$ cat src/rtl/irq_pkg.sv
// Package: register addresses and bit positions shared by the
// sticky interrupt controller and its sub-blocks.
package irq_pkg;
    localparam int RW          = 8;   // register width
    localparam int A_TOP_FLAG  = 0;
    localparam int A_TOP_MASK  = 1;
    localparam int A_TOP_STAT  = 2;
    localparam int A_SWRST     = 3;
    localparam int A_CH_BASE   = 8;
    localparam int A_CH_STRIDE = 4;
    localparam int O_FLAG      = 0;
    localparam int O_MASK      = 1;
    localparam int O_STAT      = 2;
    // channel bit positions
    localparam int CB_ILIM     = 0;
    localparam int CB_SC       = 1;
    localparam int CB_PG       = 2;
    localparam int CH_NF       = 3;
    // top bit positions
    localparam int TB_TWARN    = 4;
    localparam int TB_TSD      = 5;
    localparam int TB_LRDY     = 6;
    localparam int TB_RST      = 7;
    localparam int TOP_NF      = 4;
    localparam logic [RW-1:0] SWRST_KEY = 8'h01;
endpackage

$ cat src/rtl/irq_flag_cell.sv
// Module: one sticky flag bit.
// Sets when set_i is high and clears on clr_i; when both arrive together the set wins.
// Assumes a synchronous active-low reset, plus a soft reset that has the same effect.
module irq_flag_cell #(
    parameter bit INIT = 1'b0
) (
    input  logic clk,
    input  logic rst_n,
    input  logic soft_rst_i,
    input  logic set_i,
    input  logic clr_i,
    output logic q_o
);
    // hold the flag, with set taking priority over clear
    always_ff @(posedge clk) begin
        if (!rst_n || soft_rst_i) q_o <= INIT;
        else                      q_o <= set_i | (q_o & ~clr_i);
    end


    set_wins_chk: assert property (@(posedge clk) disable iff (!rst_n)
        (set_i && !soft_rst_i) |=> q_o);
endmodule

$ cat src/rtl/irq_chan_regs.sv
// Module: the flag, mask and live-status bytes of one regulator channel.
// Assumes a level current-limit input, a pulsed short-circuit input and
// a level power-good input whose rising edge sets the power-good flag.
module irq_chan_regs
    import irq_pkg::*;
(
    input  logic              clk,
    input  logic              rst_n,
    input  logic              soft_rst_i,
    input  logic              ilim_i,
    input  logic              sc_i,
    input  logic              pg_i,
    input  logic              flag_wr_i,
    input  logic              mask_wr_i,
    input  logic [CH_NF-1:0]  wdata_i,
    output logic [RW-1:0]     flags_o,
    output logic [RW-1:0]     mask_o,
    output logic [RW-1:0]     stat_o,
    output logic              irq_req_o,
    output logic              summary_o
);
    logic             pg_q;
    logic             m_ilim, m_pg;
    logic [CH_NF-1:0] set_v, flag_v, mask_v;

    // remember the last power-good level for edge detection
    always_ff @(posedge clk) begin
        if (!rst_n || soft_rst_i) pg_q <= 1'b0;
        else                      pg_q <= pg_i;
    end

    // mask bits exist only for current limit and power-good
    always_ff @(posedge clk) begin
        if (!rst_n || soft_rst_i) begin
            m_ilim <= 1'b0;
            m_pg   <= 1'b0;
        end else if (mask_wr_i) begin
            m_ilim <= wdata_i[CB_ILIM];
            m_pg   <= wdata_i[CB_PG];
        end
    end

    // set conditions of each flag
    always_comb begin
        set_v          = '0;
        set_v[CB_ILIM] = ilim_i;
        set_v[CB_SC]   = sc_i;
        set_v[CB_PG]   = pg_i & ~pg_q;
        mask_v          = '0;
        mask_v[CB_ILIM] = m_ilim;
        mask_v[CB_PG]   = m_pg;
    end

    for (genvar b = 0; b < CH_NF; b++) begin : g_flag
        irq_flag_cell #(.INIT(1'b0)) u_cell (
            .clk        (clk),
            .rst_n      (rst_n),
            .soft_rst_i (soft_rst_i),
            .set_i      (set_v[b]),
            .clr_i      (flag_wr_i & wdata_i[b]),
            .q_o        (flag_v[b])
        );
    end

    // build the readable bytes and the interrupt request
    always_comb begin
        flags_o          = '0;
        flags_o[CH_NF-1:0] = flag_v;
        mask_o           = '0;
        mask_o[CH_NF-1:0]  = mask_v;
        stat_o           = '0;
        stat_o[CB_ILIM]  = ilim_i;
        stat_o[CB_PG]    = pg_i;
        irq_req_o        = |(flag_v & ~mask_v);
        summary_o        = |flag_v;
    end


    ilim_hold_chk: assert property (@(posedge clk) disable iff (!rst_n)
        (ilim_i && !soft_rst_i) |=> flags_o[CB_ILIM]);
endmodule

$ cat src/rtl/irq_top_regs.sv
// Module: the chip-level flags (thermal warning, thermal shutdown, load ready,
// reset cause), their masks and live status.
// Assumes level thermal inputs and a pulsed load-ready input.
// The reset-cause flag is preset by any reset.
module irq_top_regs
    import irq_pkg::*;
(
    input  logic               clk,
    input  logic               rst_n,
    input  logic               soft_rst_i,
    input  logic               twarn_i,
    input  logic               tsd_i,
    input  logic               lrdy_i,
    input  logic               flag_wr_i,
    input  logic               mask_wr_i,
    input  logic [TOP_NF-1:0]  wdata_i,   // write byte bits [7:4]
    output logic [RW-1:0]      flags_o,   // bits [7:4] only
    output logic [RW-1:0]      mask_o,
    output logic [RW-1:0]      stat_o,
    output logic               irq_req_o
);
    localparam int          LB   = TB_TWARN;      // lowest top bit
    localparam logic [TOP_NF-1:0] INITV = 4'b1000; // reset-cause preset

    logic [TOP_NF-1:0] set_v, flag_v, mask_v;
    logic m_twarn, m_lrdy, m_rst;

    // masks for thermal warning, load ready and reset cause
    always_ff @(posedge clk) begin
        if (!rst_n || soft_rst_i) begin
            m_twarn <= 1'b0;
            m_lrdy  <= 1'b0;
            m_rst   <= 1'b0;
        end else if (mask_wr_i) begin
            m_twarn <= wdata_i[TB_TWARN-LB];
            m_lrdy  <= wdata_i[TB_LRDY-LB];
            m_rst   <= wdata_i[TB_RST-LB];
        end
    end

    // set conditions and mask vector
    always_comb begin
        set_v                = '0;
        set_v[TB_TWARN-LB]   = twarn_i;
        set_v[TB_TSD-LB]     = tsd_i;
        set_v[TB_LRDY-LB]    = lrdy_i;
        mask_v               = '0;
        mask_v[TB_TWARN-LB]  = m_twarn;
        mask_v[TB_LRDY-LB]   = m_lrdy;
        mask_v[TB_RST-LB]    = m_rst;
    end

    for (genvar b = 0; b < TOP_NF; b++) begin : g_flag
        irq_flag_cell #(.INIT(INITV[b])) u_cell (
            .clk        (clk),
            .rst_n      (rst_n),
            .soft_rst_i (soft_rst_i),
            .set_i      (set_v[b]),
            .clr_i      (flag_wr_i & wdata_i[b]),
            .q_o        (flag_v[b])
        );
    end

    // place the fields in the readable bytes
    always_comb begin
        flags_o               = '0;
        flags_o[RW-1:LB]      = flag_v;
        mask_o                = '0;
        mask_o[RW-1:LB]       = mask_v;
        stat_o                = '0;
        stat_o[TB_TWARN]      = twarn_i;
        stat_o[TB_TSD]        = tsd_i;
        irq_req_o             = |(flag_v & ~mask_v);
    end


    tsd_hold_chk: assert property (@(posedge clk) disable iff (!rst_n)
        (tsd_i && !soft_rst_i) |=> flags_o[TB_TSD]);


    soft_reset_state_chk: assert property (@(posedge clk) disable iff (!rst_n)
        soft_rst_i |=> (flags_o[TB_RST] && mask_o == '0));
endmodule

$ cat src/rtl/sticky_irq_ctrl.sv
// Module: top of the sticky interrupt controller.
// Decodes the register port, instantiates one register set per channel plus
// the chip-level set, builds the summary bits and drives the active-low interrupt.
// Assumes NCH <= 4, so that the summary bits fit below the chip-level flags.
module sticky_irq_ctrl
    import irq_pkg::*;
#(
    parameter  int NCH = 4,
    localparam int AW  = $clog2(A_CH_BASE + A_CH_STRIDE * NCH)
) (
    input  logic           clk,
    input  logic           rst_n,
    input  logic [NCH-1:0] ilim_i,
    input  logic [NCH-1:0] sc_i,
    input  logic [NCH-1:0] pg_i,
    input  logic           twarn_i,
    input  logic           tsd_i,
    input  logic           lrdy_i,
    input  logic           uv_recover_i,
    input  logic           reg_we_i,
    input  logic [AW-1:0]  reg_addr_i,
    input  logic [RW-1:0]  reg_wdata_i,
    output logic [RW-1:0]  reg_rdata_o,
    output logic           irq_n_o
);
    int            addr;
    logic          soft_rst;
    logic          top_irq;
    logic [RW-1:0] top_flags, top_mask, top_stat;
    logic [RW-1:0] ch_flags [NCH];
    logic [RW-1:0] ch_mask  [NCH];
    logic [RW-1:0] ch_stat  [NCH];
    logic [NCH-1:0] ch_irq, ch_sum;

    assign addr = int'(reg_addr_i);

    // undervoltage recovery or the software-reset key both act as a soft reset
    assign soft_rst = uv_recover_i |
                      (reg_we_i && addr == A_SWRST && reg_wdata_i == SWRST_KEY);

    irq_top_regs u_top (
        .clk        (clk),
        .rst_n      (rst_n),
        .soft_rst_i (soft_rst),
        .twarn_i    (twarn_i),
        .tsd_i      (tsd_i),
        .lrdy_i     (lrdy_i),
        .flag_wr_i  (reg_we_i && addr == A_TOP_FLAG),
        .mask_wr_i  (reg_we_i && addr == A_TOP_MASK),
        .wdata_i    (reg_wdata_i[RW-1:TB_TWARN]),
        .flags_o    (top_flags),
        .mask_o     (top_mask),
        .stat_o     (top_stat),
        .irq_req_o  (top_irq)
    );

    for (genvar c = 0; c < NCH; c++) begin : g_ch
        localparam int BASE = A_CH_BASE + A_CH_STRIDE * c;
        irq_chan_regs u_ch (
            .clk        (clk),
            .rst_n      (rst_n),
            .soft_rst_i (soft_rst),
            .ilim_i     (ilim_i[c]),
            .sc_i       (sc_i[c]),
            .pg_i       (pg_i[c]),
            .flag_wr_i  (reg_we_i && addr == BASE + O_FLAG),
            .mask_wr_i  (reg_we_i && addr == BASE + O_MASK),
            .wdata_i    (reg_wdata_i[CH_NF-1:0]),
            .flags_o    (ch_flags[c]),
            .mask_o     (ch_mask[c]),
            .stat_o     (ch_stat[c]),
            .irq_req_o  (ch_irq[c]),
            .summary_o  (ch_sum[c])
        );


        sc_unmaskable_chk: assert property (@(posedge clk) disable iff (!rst_n)
            ch_flags[c][CB_SC] |-> !irq_n_o);
    end

    // read multiplexer: summary bits are merged into the top flag byte
    always_comb begin
        reg_rdata_o = '0;
        if (addr == A_TOP_FLAG) begin
            reg_rdata_o = top_flags;
            for (int c = 0; c < NCH; c++) reg_rdata_o[c] = ch_sum[c];
        end else if (addr == A_TOP_MASK) begin
            reg_rdata_o = top_mask;
        end else if (addr == A_TOP_STAT) begin
            reg_rdata_o = top_stat;
        end
        for (int c = 0; c < NCH; c++) begin
            if (addr == A_CH_BASE + A_CH_STRIDE * c + O_FLAG) reg_rdata_o = ch_flags[c];
            if (addr == A_CH_BASE + A_CH_STRIDE * c + O_MASK) reg_rdata_o = ch_mask[c];
            if (addr == A_CH_BASE + A_CH_STRIDE * c + O_STAT) reg_rdata_o = ch_stat[c];
        end
    end

    // shared interrupt line, low while any unmasked flag is pending
    assign irq_n_o = ~(top_irq | (|ch_irq));
endmodule

$ cat config.mk
export PLATFORM = sky130hd
export DESIGN_NAME = sticky_irq_ctrl
export DESIGN_NICKNAME = d
export VERILOG_FILES = /design/src/rtl/irq_pkg.sv /design/src/rtl/irq_flag_cell.sv /design/src/rtl/irq_chan_regs.sv /design/src/rtl/irq_top_regs.sv /design/src/rtl/sticky_irq_ctrl.sv
export SDC_FILE = /design/constraint.sdc
export NUM_CORES = 1
export LEC_CHECK = 0
export BUFFER_PORTS_ARGS = -buffer_cell sky130_fd_sc_hd__buf_4
export CORE_UTILIZATION = 35
export DETAILED_ROUTE_END_ITERATION = 8
export HOLD_SLACK_MARGIN = 0.06
export PLACE_DENSITY = 0.62
export SLEW_MARGIN = 20
export SYNTH_ARGS = -nofsm -noshare
export SYNTH_HDL_FRONTEND = slang
export SYNTH_HIERARCHICAL = 1
export SYNTH_SLANG_ARGS = --single-unit
export TNS_END_PERCENT = 50
$ cat constraint.sdc
create_clock -name clk -period 2.5 [get_ports clk]
set_input_delay 0.5 -clock clk [delete_from_list [all_inputs] [get_ports clk]]
set_output_delay 0.5 -clock clk [all_outputs]
set_load 0.005 [all_outputs]
# Word-level counts from Yosys, hierarchy flattened

Index checks and enable logic that the tools add are counted.

Bits of input ports: 32
Flip-flop bits (word level): 31
Logic and storage cells: 167
Output and inout bits: 9

Reductions and logical operators: 21
Bitwise operators: 84
Muxes and demuxes: 15
Eq/ne operators: 16

Operators by type and width:

| kind                                                 | number |
|---|---|
| 2-to-1 mux 8 bit                                     | 14 |
| equality test 5 bit (second input constant)          | 12 |
| bitwise AND 1 bit                                    | 36 |
| zero test 32 bit                                     | 1 |
| NOT 1 bit                                            | 21 |
| OR 1 bit                                             | 17 |
| bitwise AND 3 bit                                    | 4 |
| logical AND 1 bit                                    | 12 |
| NOT 3 bit                                            | 4 |
| OR reduction 12 bit                                  | 1 |
| OR reduction 3 bit                                   | 4 |
| equality test 5 x 3 -> 1 bit (second input constant) | 2 |
| equality test 8 x 1 -> 1 bit (second input constant) | 1 |
| 2-to-1 mux 6 bit                                     | 1 |
| equality test 5 x 2 -> 1 bit (second input constant) | 1 |
| bitwise AND 4 bit                                    | 1 |
| NOT 4 bit                                            | 1 |
| OR reduction 4 bit                                   | 1 |
| zero test 1 bit                                      | 1 |
| logical OR 1 bit                                     | 1 |

# Depth between registers and ports, before layout

Gate-level depths: netlist of run 1.

Depth after elaboration: 16
Mapped depth: 8
Depth with buffers taken out: 6

# Modules after synthesis

The synthesis of run 1 kept the hierarchy.

By module, submodules not included:

| module                                            | area an instance (sq um) | cells each | times used | sequential area each (sq um) |
|---|---|---|---|---|
| sticky_irq_ctrl                                   | 1727.9                   | 263        | 1          | 0.0 |
| irq_chan_regs                                     | 309.0                    | 40         | 4          | 60.1 |
| irq_flag_cell (g_ch[0].u_ch.g_flag[0].u_cell ...) | 40.0                     | 4          | 15         | 20.0 |
| irq_top_regs                                      | 317.8                    | 39         | 1          | 60.1 |
| irq_flag_cell (u_top.g_flag[3].u_cell)            | 35.0                     | 4          | 1          | 20.0 |

# Worst setup path before layout of run 1

No wires, ideal clock.

Kind: input -> register
From: input port reg_wdata_i[5]
To: register g_ch[0].u_ch.m_ilim
Arrival: 1.956 ns
Path buffers: 0
Path slack: 0.430 ns
Library setup time: 0.115 ns
Stages: 5
Data required time: 2.385 ns
Path through: or4_1 > nor4b_1 > a41o_1 > nand2b_1 > nor2_1

Longest elaborated chain between the ends: 4

Ends and longest elaborated chain:

| element                      | line                  | RTL |
|---|---|---|
| start: declaration           | sticky_irq_ctrl.sv:22 | `input logic [RW-1:0] reg_wdata_i,` |
| equality test 8 x 1 -> 1 bit | sticky_irq_ctrl.sv:39 | `(reg_we_i && addr == A_SWRST && reg_wdata_i == SWRST_KEY);` |
| logical AND 1 bit            | sticky_irq_ctrl.sv:39 |  |
| OR 1 bit                     | sticky_irq_ctrl.sv:38 | `assign soft_rst = uv_recover_i \|` |
| net soft_rst                 | sticky_irq_ctrl.sv:27 | `logic soft_rst;` |
| logical OR 1 bit             | irq_chan_regs.sv:34   | `if (!rst_n \|\| soft_rst_i) begin` |
| end signal: assignment       | irq_chan_regs.sv:38   | `m_ilim <= wdata_i[CB_ILIM];` |
| end: declaration             | irq_chan_regs.sv:23   | `logic m_ilim, m_pg;` |

The timed path passes the listed nets, and every way through them passes these cells.
A chain may end at the register's enable or synchronous reset.

# Worst setup path in the final report of run 1

From: register u_top.m_twarn
To: output port irq_n_o

Longest elaborated chain between the ends: 5

Ends and longest elaborated chain:

| element                  | line                   | RTL |
|---|---|---|
| start: declaration       | irq_top_regs.sv:26     | `logic m_twarn, m_lrdy, m_rst;` |
| start signal: assignment | irq_top_regs.sv:35     | `m_twarn <= wdata_i[TB_TWARN-LB];` |
| NOT 4 bit                | irq_top_regs.sv:73     | `irq_req_o = \|(flag_v & ~mask_v);` |
| bitwise AND 4 bit        | irq_top_regs.sv:73     |  |
| OR reduction 4 bit       | irq_top_regs.sv:73     |  |
| net top_irq              | sticky_irq_ctrl.sv:28  | `logic top_irq;` |
| OR 1 bit                 | sticky_irq_ctrl.sv:100 | `assign irq_n_o = ~(top_irq \| (\|ch_irq));` |
| NOT 1 bit                | sticky_irq_ctrl.sv:100 |  |
| end: declaration         | sticky_irq_ctrl.sv:24  | `output logic irq_n_o` |

The timed path passes the listed nets, and every way through them passes these cells.

==> metrics, run 1 <==
post-route minimum period=2.475 ns; DP HPWL=7.588 mm; grt total ovfl=0; commonest non-fill, non-tap cell in the layout=conb_1; critical path fanouts, max=2; height of the die=107.4 µm; reg2reg setup slack=1.70 ns; share of layout cells above drive strength 1=0.1808; htree depth=2; design area=4139 µm²; syn_area_per_cell=7.447 µm²; Inserted Clock Buffers=5; CTS tree=yes; die area=11530 µm²; leakage power=1.949 nW; setup tns final=0 ns; hold buffers post-CTS=0; met2 routed WL=4.349 mm; Critical Path Start Type=register; Sink Count=31; fin crit share=0.9902; CP Data Arrival Time=1.98 ns; worst-margin pin slew=0.4840 ns; DRC Markers=0; largest net degree at the start of global routing=26; reg2reg end=g_ch[3].u_ch/g_flag[1].u_cell/q_o; later-pin clock latency in the skew report=0.28 ns; Fmax=0.4040 GHz; status=completed; unrepaired setup endpoints after global routing=true; Core Area=10840 µm²; Final Setup Violations=0; Top Metal Used=met4; Placer Congestion=0.8785; final hold violation count=0; Post-Route M1 WL=4.679 mm; Netlist Area Pre-Place=3887 µm²; antenna violations before repair=0; DIE WIDTH=107.4 µm; Fin Clk Skew=0.001418 ns; placed instance area=3953 µm²; most frequent cells in the layout=80 x conb_1, 70 x buf_4, 48 x nor2_1, 36 x inv_1, 29 x dfxtp_1; antenna diode count=0; post-route ant nets=0; cells on worst reg2reg path=2; Crit. Startpoint=u_top/m_twarn; via count=3367; Avg WL per Cell=13.87 µm; Maximum Capacitance Violations=0; Worst Path Required=2.00 ns; DRT iter0 DRCs=225; Hold Crit Class=primary input to register; first-pass GRT wire length=15.81 mm; Cell Pwr Density=355.2 nW/µm²; P&R area growth vs syn=6.469%; Initial Util=0.3586; fin nets=584; crit path to=irq_n_o; row count=38; max-slew violation count=0; Synth Warn #=6; Synth Instances=522; Slew HR=0.6732; DR pass1 iterations=5; GR Util All Layers=0.1737; CTS root buf=clkbuf_8; IO Pins=41; CTS clk-pin slew, worst paths=0.07 ns; drt total wl=9.609 mm; vias in the first global route=3145; hold_ws=0.4552 ns; Clock Path Buffers=2; fillers=1172; Via density=4.859; WL met3=428 µm; Port Buf Inserts=40; CP Capture Type=output pin; Worst IR Drop VDD=0.6402 mV; worst reg2reg startpoint=g_ch[3].u_ch/g_flag[1].u_cell/q_o; crit path kind=register to output pin
==> critical path: stages (launching register included) <==
cell,delay [ns]
dfxtp_2,0.33
and2b_1,0.17
or4_4,0.52
or4_4,0.44
nor2_4,0.12
buf_6,0.10
==> metal layers <==
metal / vias to the layer above / global-route usage
met3: 16 / 0.01816
met4: 0 / 0.05186
met5: - / 0
li1: 1697 / -
met1: 1565 / 0.2409
met2: 89 / 0.2820
==> final cells by class <==
class	instances	area, µm²	share of cell area
multi-input cells	403	2475	0.5979
repair buffers	75	613.1	0.1481
well taps	140	175.2	0.04232
flip-flops and latches	31	623.1	0.1505
clock buffers	6	82.58	0.01995
inverters	36	135.1	0.03265
clock inverters	2	35.03	0.008464
==> how the worst min path moves through the flow <==
| stage | depth (start not counted) | start | to | slack (ns) |
|---|---|---|---|---|
| 6_report | 2 | lrdy_i | u_top/g_flag[2].u_cell/q_o | 0.46 |
| 5_1_grt | 2 | lrdy_i | u_top/g_flag[2].u_cell/q_o | 0.45 |
| 4_1_cts | 2 | lrdy_i | u_top/g_flag[2].u_cell/q_o | 0.45 |
| 3_5_place_dp | 2 | u_top/g_flag[3].u_cell/q_o | u_top/g_flag[3].u_cell/q_o | 0.51 |
| 3_3_place_gp | 2 | g_ch[0].u_ch/m_pg | g_ch[0].u_ch/m_pg | 0.51 |
| 2_1_floorplan | 2 | u_top/g_flag[3].u_cell/q_o | u_top/g_flag[3].u_cell/q_o | 0.46 |
==> registers in the layout, summed over array words and instances, names as in the netlist <==
register / cells
g_ch.u_ch/m_ilim: 4
g_ch.u_ch/m_pg: 4
u_top/m_lrdy: 1
u_top/m_rst: 1
u_top/m_twarn: 1
g_ch.u_ch/g_flag.u_cell/q_o: 12
u_top/g_flag.u_cell/q_o: 4
g_ch.u_ch/pg_q: 4
==> report_power, final <==
part           internal, mW  switching, mW
Combinational         0.207          0.237
Sequential            0.509         0.0130
Clock                 0.322          0.182
==> metrics by stage <==
stage                     setup slack (ns)  power [mW]    util  instances
after floorplan                     0.4296      0.9068       -        597
after global placement             0.04049      0.9560  0.3646        683
after detailed placement           0.02850      0.9593  0.3646        683
after CTS                         0.006372       1.467  0.3773        692
after global routing              -0.03089       1.560  0.3818        693
final                              0.02455       1.470  0.3818        693
==> repair_timing <==
item	CTS	global route
gates cloned	0	1
setup buffers	1	0
resized for setup	4	7
endpoints found under the setup margin	1	5
pin swaps	1	5
(Power assumes the default switching activity.)
==> run 2, diff against run 1 <==
- BUFFER_PORTS_ARGS: -buffer_cell sky130_fd_sc_hd__buf_4 -> -buffer_cell sky130_fd_sc_hd__buf_2
==> metrics, run 2 (synthesized netlist as in run 1, its figures left out) <==
DRC Markers=0 (unchanged); crit path cell chain=and2b_1 > or4_4 > or4_4 > nor2_4 > buf_2; P&R area growth vs syn=2.414%; share of layout cells above drive strength 1=0.1823 (+0.001479); final hold violation count=0 (unchanged); DR pass1 iterations=6 (+1); CP top delay family=simple AND/OR/NAND/NOR gates; crit path kind=register to output pin; largest net degree at the start of global routing=22 (-15%); fin nets=585 (+0.17%); Cell Pwr Density=330.2 nW/µm² (-7.0%); post-route minimum period=2.511 ns (+0.03561 ns); Placer Congestion=0.8606 (-2.0%); antenna diode count=0 (unchanged); via count=3351 (-0.48%); htree depth=2 (unchanged); post-route ant nets=0 (unchanged); Port Buf Inserts=40 (unchanged); row count=38 (unchanged); Maximum Capacitance Violations=0 (unchanged); commonest non-fill, non-tap cell in the layout=conb_1; critical path fanouts, max=3 (+1); Sink Count=31 (unchanged); status=finished with violations; Hold Crit Class=primary input to register; Crit path buffers/inverters=1 (unchanged); violated checks=negative setup slack; setup tns final=-0.01107 ns (-0.01107 ns); Final Setup Violations=1 (+1); Critical Path Start Type=register; antenna violations before repair=0 (unchanged); Setup WS post-layout=-0.01107 ns (-0.03561 ns); CTS clk-pin slew, worst paths=0.06 ns (about the same); Fin Clk Skew=0.001633 ns (+0.0002151 ns); CTS tree=yes; die area=11530 µm² (unchanged); hold_ws=0.4605 ns (+0.005309 ns); CP Depth=5 (unchanged); later-pin clock latency in the skew report=0.28 ns (about the same); grt total ovfl=0 (unchanged); IO Pins=41 (unchanged); DIE WIDTH=107.4 µm (unchanged); CP Data Arrival Time=2.01 ns (+0.03 ns); max FFs per register=12 (unchanged); most frequent cells in the layout=80 x conb_1, 48 x nor2_1, 40 x buf_2, 36 x inv_1, 34 x buf_4; Via density=4.829 (-0.62%); height of the die=107.4 µm (unchanged); leakage power=1.898 nW (-2.6%); design area=3981 µm² (-3.8%); Inserted Clock Buffers=5 (unchanged); first-pass GRT wire length=16.08 mm (+1.7%); max-slew violation count=0 (unchanged); Initial Util=0.3586 (unchanged); hold buffers post-CTS=0 (unchanged); Fmax=0.3982 GHz (-1.4%); Clock Path Buffers=2 (unchanged); Core Area=10840 µm² (unchanged); vias in the first global route=3265 (+3.8%); fin crit share=1.004 (+0.01424); CP Capture Type=output pin; Crit path largest cell delay=0.51 ns (about the same); slowest CP cell=or4_4; GR Util All Layers=0.1774 (+0.003723); placed instance area=3867 µm² (-2.2%); drt total wl=9.693 mm (+0.87%); most frequent CP cell=or4_4; CTS root buf=clkbuf_8; hold path cells=2 (unchanged); cells on worst reg2reg path=2 (unchanged); Worst IR Drop VDD=0.3259 mV (-49%); unrepaired setup endpoints after global routing=true; largest reg by FF count=g_ch.u_ch/g_flag.u_cell/q_o; DRT iter0 DRCs=223 (-0.89%); DP HPWL=7.637 mm (+0.66%); Worst Path Required=2.00 ns (about the same); Avg WL per Cell=13.97 µm (+0.73%)
-- run 2: cell types whose count changed in the layout (fill, tap and decap cells not counted), moves of 2 or more --
| cell | change |
|---|---|
| buf_4 | -36 |
| buf_2 | +40 |
| buf_6 | -2 |
| o311ai_0 | -2 |
| o311ai_1 | +2 |
| clkinv_2 | +2 |
-- run 2: power by group --
group | switching (mW) | internal (mW) | leakage [nW]
Clock | 0.180 | 0.190 | 0.0477
Sequential | 0.0140 | 0.509 | 0.254
Combinational | 0.237 | 0.185 | 1.60
-- run 2: timing repair --
item | in CTS | in global routing
setup buffers | 0 | 1
cloned | 0 | 0
resized for setup | 2 | 8
pin swaps | 0 | 3
endpoints found under the setup margin | 1 | 6
-- run 2: path summary, 6_finish.rpt --
| path | startpoint | end | slack (ns) |
|---|---|---|---|
| worst max register to register | g_ch[0].u_ch/g_flag[1].u_cell/q_o | g_ch[0].u_ch/g_flag[1].u_cell/q_o | 1.70 |
| worst max-delay path | u_top/m_twarn | irq_n_o | -0.01 |
| worst min-delay path | sc_i[1] | g_ch[1].u_ch/g_flag[1].u_cell/q_o | 0.46 |
| worst min register to register | u_top/g_flag[3].u_cell/q_o | u_top/g_flag[3].u_cell/q_o | 0.51 |
-- run 2: metal layers --
layer	vias to the layer above	wire, µm	track usage	part of all wire
met2	89	4369	0.2959	0.45
met4	0	240	0.06849	0.025
met5	-	0	0	0
met1	1549	4587	0.2352	0.47
li1	1697	-	-	-
met3	16	497	0.01634	0.051
-- run 2: per-stage QoR --
stage | total power [mW] | util | setup WS (ns) | instances
global route | 1.408 | 0.3673 | -0.05317 | 694
detailed placement | 0.9446 | 0.3568 | 0.03233 | 685
CTS | 1.322 | 0.3648 | 0.001352 | 693
global placement | 0.9375 | 0.3568 | -0.004645 | 685
finish | 1.315 | 0.3673 | -0.01107 | 694
floorplan | 0.9068 | - | 0.4296 | 597
-- run 2: layout make-up --
type | count | area (µm²)
clock buffers | 5 | 68.82
multi-input cells | 403 | 2469
repair buffers | 76 | 495.5
flip-flops and latches | 31 | 623.1
clock inverters | 3 | 15.01
well taps | 140 | 175.2
fillers | 1190 | 6859
inverters | 36 | 135.1
==> run 3, diff against run 2 <==
- CORE_MARGIN: not set -> 3
- PLACE_DENSITY: 0.62 -> 0.64
==> metrics, run 3 (synthesized netlist as in run 1, its figures left out) <==
Initial Util=0.3683 (+0.009692); DIE WIDTH=111.4 µm (+3.7%); Cell Pwr Density=330.6 nW/µm² (about the same); DP HPWL=7.475 mm (-2.1%); final hold violation count=0 (unchanged); area occupied by registers=621.8 µm² (-0.20%); P&R area growth vs syn=3.927%; post-route ant nets=0 (unchanged); grt total ovfl=0 (unchanged); Seq pwr share=0.390 (-0.008); GR Util met2=0.2469 (-0.04897); critical path fanouts, max=2 (-1); Placer Congestion=0.9072 (+5.4%); cells on worst reg2reg path=4 (+2); share of layout cells above drive strength 1=0.1906 (+0.008337); crit path kind=register to output pin; CTS root buf=clkbuf_8; HP Start=sc_i[0]; CP Data Arrival Time=1.96 ns (-0.05 ns); CP Capture Type=output pin; Crit path buffers/inverters=1 (unchanged); CTS tree=yes; largest net degree at the start of global routing=32 (+45%); Worst IR Drop VDD=0.2969 mV (-8.9%); drt total wl=9.658 mm (-0.36%); row count=37 (-2.6%); IO Pins=41 (unchanged); fillers=1112 (-6.6%); fin util=0.3828 (+0.01550); most frequent cells in the layout=80 x conb_1, 48 x nor2_1, 38 x buf_2, 36 x inv_1, 34 x buf_4; Inserted Clock Buffers=5 (unchanged); post-route minimum period=2.460 ns (-0.05129 ns); Port Buf Inserts=40 (unchanged); hold_ws=0.4546 ns (-0.005943 ns); vias in the first global route=3260 (-0.15%); pre-CTS WS=0.02805 ns (-0.004284 ns); DRT iter0 DRCs=225 (+0.90%); antenna violations before repair=0 (unchanged); Clock power frac=0.285 (+0.003); commonest non-fill, non-tap cell in the layout=conb_1; Multi-input gate area=2491 µm² (+0.91%); Via density=4.879 (+1.0%); worst reg2reg startpoint=u_top/m_twarn; Sw Share=0.3285 (+0.0005975); leakage power=1.919 nW (+1.1%); fin cells=692 (-0.29%); antenna diode count=0 (unchanged); met1 Use GR=0.2137 (-0.02149); setup tns final=0 ns (+0.01107 ns); Maximum Capacitance Violations=0 (unchanged); combinational power share=0.325 (+0.004); slowest CP cell=or4_4; Fin Clk Skew=0.002348 ns (+0.0007155 ns); hold endpoint=g_ch[0].u_ch/g_flag[1].u_cell/q_o; CTS clk-pin slew, worst paths=0.07 ns (about the same); GR Util All Layers=0.1553 (-0.02212); reg2reg end=u_top/m_twarn; Sink Count=31 (unchanged); first-pass GRT wire length=16.17 mm (+0.56%); crit path cell chain=and2b_1 > or4_4 > or4_4 > nor2_4 > buf_2; Tot Pwr=1.336 mW (+1.6%); die area=12410 µm² (+7.6%); fin crit share=0.9839 (-0.02052); most frequent CP cell=or4_4; max-slew violation count=0 (unchanged); Core Area=10560 µm² (-2.6%); DRC Markers=0 (unchanged); max FFs per register=12 (unchanged); Worst Path Required=2.00 ns (about the same); status=completed; via count=3376 (+0.75%); unrepaired setup endpoints after global routing=true; Switch Pwr=0.4387 mW (+1.8%); DR pass1 iterations=5 (-1); Setup WS post-layout=0.04022 ns (+0.05129 ns); fin nets=587 (+0.34%); Fmax=0.4065 GHz (+2.1%); htree depth=2 (unchanged); Crit path largest cell delay=0.51 ns (about the same); Internal=0.8969 mW (+1.5%); height of the die=111.4 µm (+3.7%); hold path cells=2 (unchanged); Critical Path Start Type=register; Avg WL per Cell=13.96 µm (about the same); reg2reg setup slack=1.65 ns (-0.05 ns); placed instance area=3895 µm² (+0.71%); Final Setup Violations=0 (-1); hold buffers post-CTS=0 (unchanged); Hold Crit Class=primary input to register; Top Usage Layer GRT=met2; met3 Use GR=0.02500 (+0.008656); design area=4040 µm² (+1.5%); later-pin clock latency in the skew report=0.28 ns (about the same); largest reg by FF count=g_ch.u_ch/g_flag.u_cell/q_o; Clock Path Buffers=2 (unchanged); CP top delay family=simple AND/OR/NAND/NOR gates; placed insts=682 (-0.44%)
## run 3: cell count changes in the layout (fill, tap and decap cells not counted), sizes merged
cell    delta
clkbuf     +4
clkinv     -2
## run 3: worst max-delay path by stage
stage	start	to	slack (ns)	depth (start not counted)
after floorplan	reg_wdata_i[5]	g_ch[0].u_ch/m_ilim	0.43	5
after CTS	reg_addr_i[0]	reg_rdata_o[4]	0.001	7
after global routing	reg_addr_i[1]	reg_rdata_o[4]	-0.04	8
after global placement	reg_addr_i[2]	reg_rdata_o[4]	0.05	8
final	u_top/m_twarn	irq_n_o	0.04	5
after detailed placement	reg_addr_i[0]	reg_rdata_o[4]	0.03	7
## run 3: power groups by stage
stage,clock [mW],sequential (mW),combinational (mW)
2_1_floorplan,0,0.527,0.380
3_3_place_gp,0,0.531,0.411
3_5_place_dp,0,0.532,0.418
4_1_cts,0.391,0.521,0.419
5_1_grt,0.412,0.523,0.483
6_report,0.380,0.521,0.434
## run 3: layout make-up
type                       count  share of cell area
clock buffer                   7             0.01889
sequential                    31              0.1539
clock inverter                 1            0.001239
multi-input combinational    403              0.6166
timing repair buffer          78              0.1338
inverter                      36             0.03345
tap                          136             0.04212
## run 3: timing repair
action / 4_1_cts / 5_1_grt
setup buffers: 1 / 1
pin swaps: 1 / 3
gates resized for setup: 1 / 16
setup endpoints to repair: 1 / 8
## run 3: layer usage
| metal | share of wire | wire [µm] |
|---|---|---|
| met1 | 0.48 | 4646 |
| met2 | 0.44 | 4274 |
| met3 | 0.052 | 499 |
| met4 | 0.025 | 238 |
| met5 | 0 | 0 |
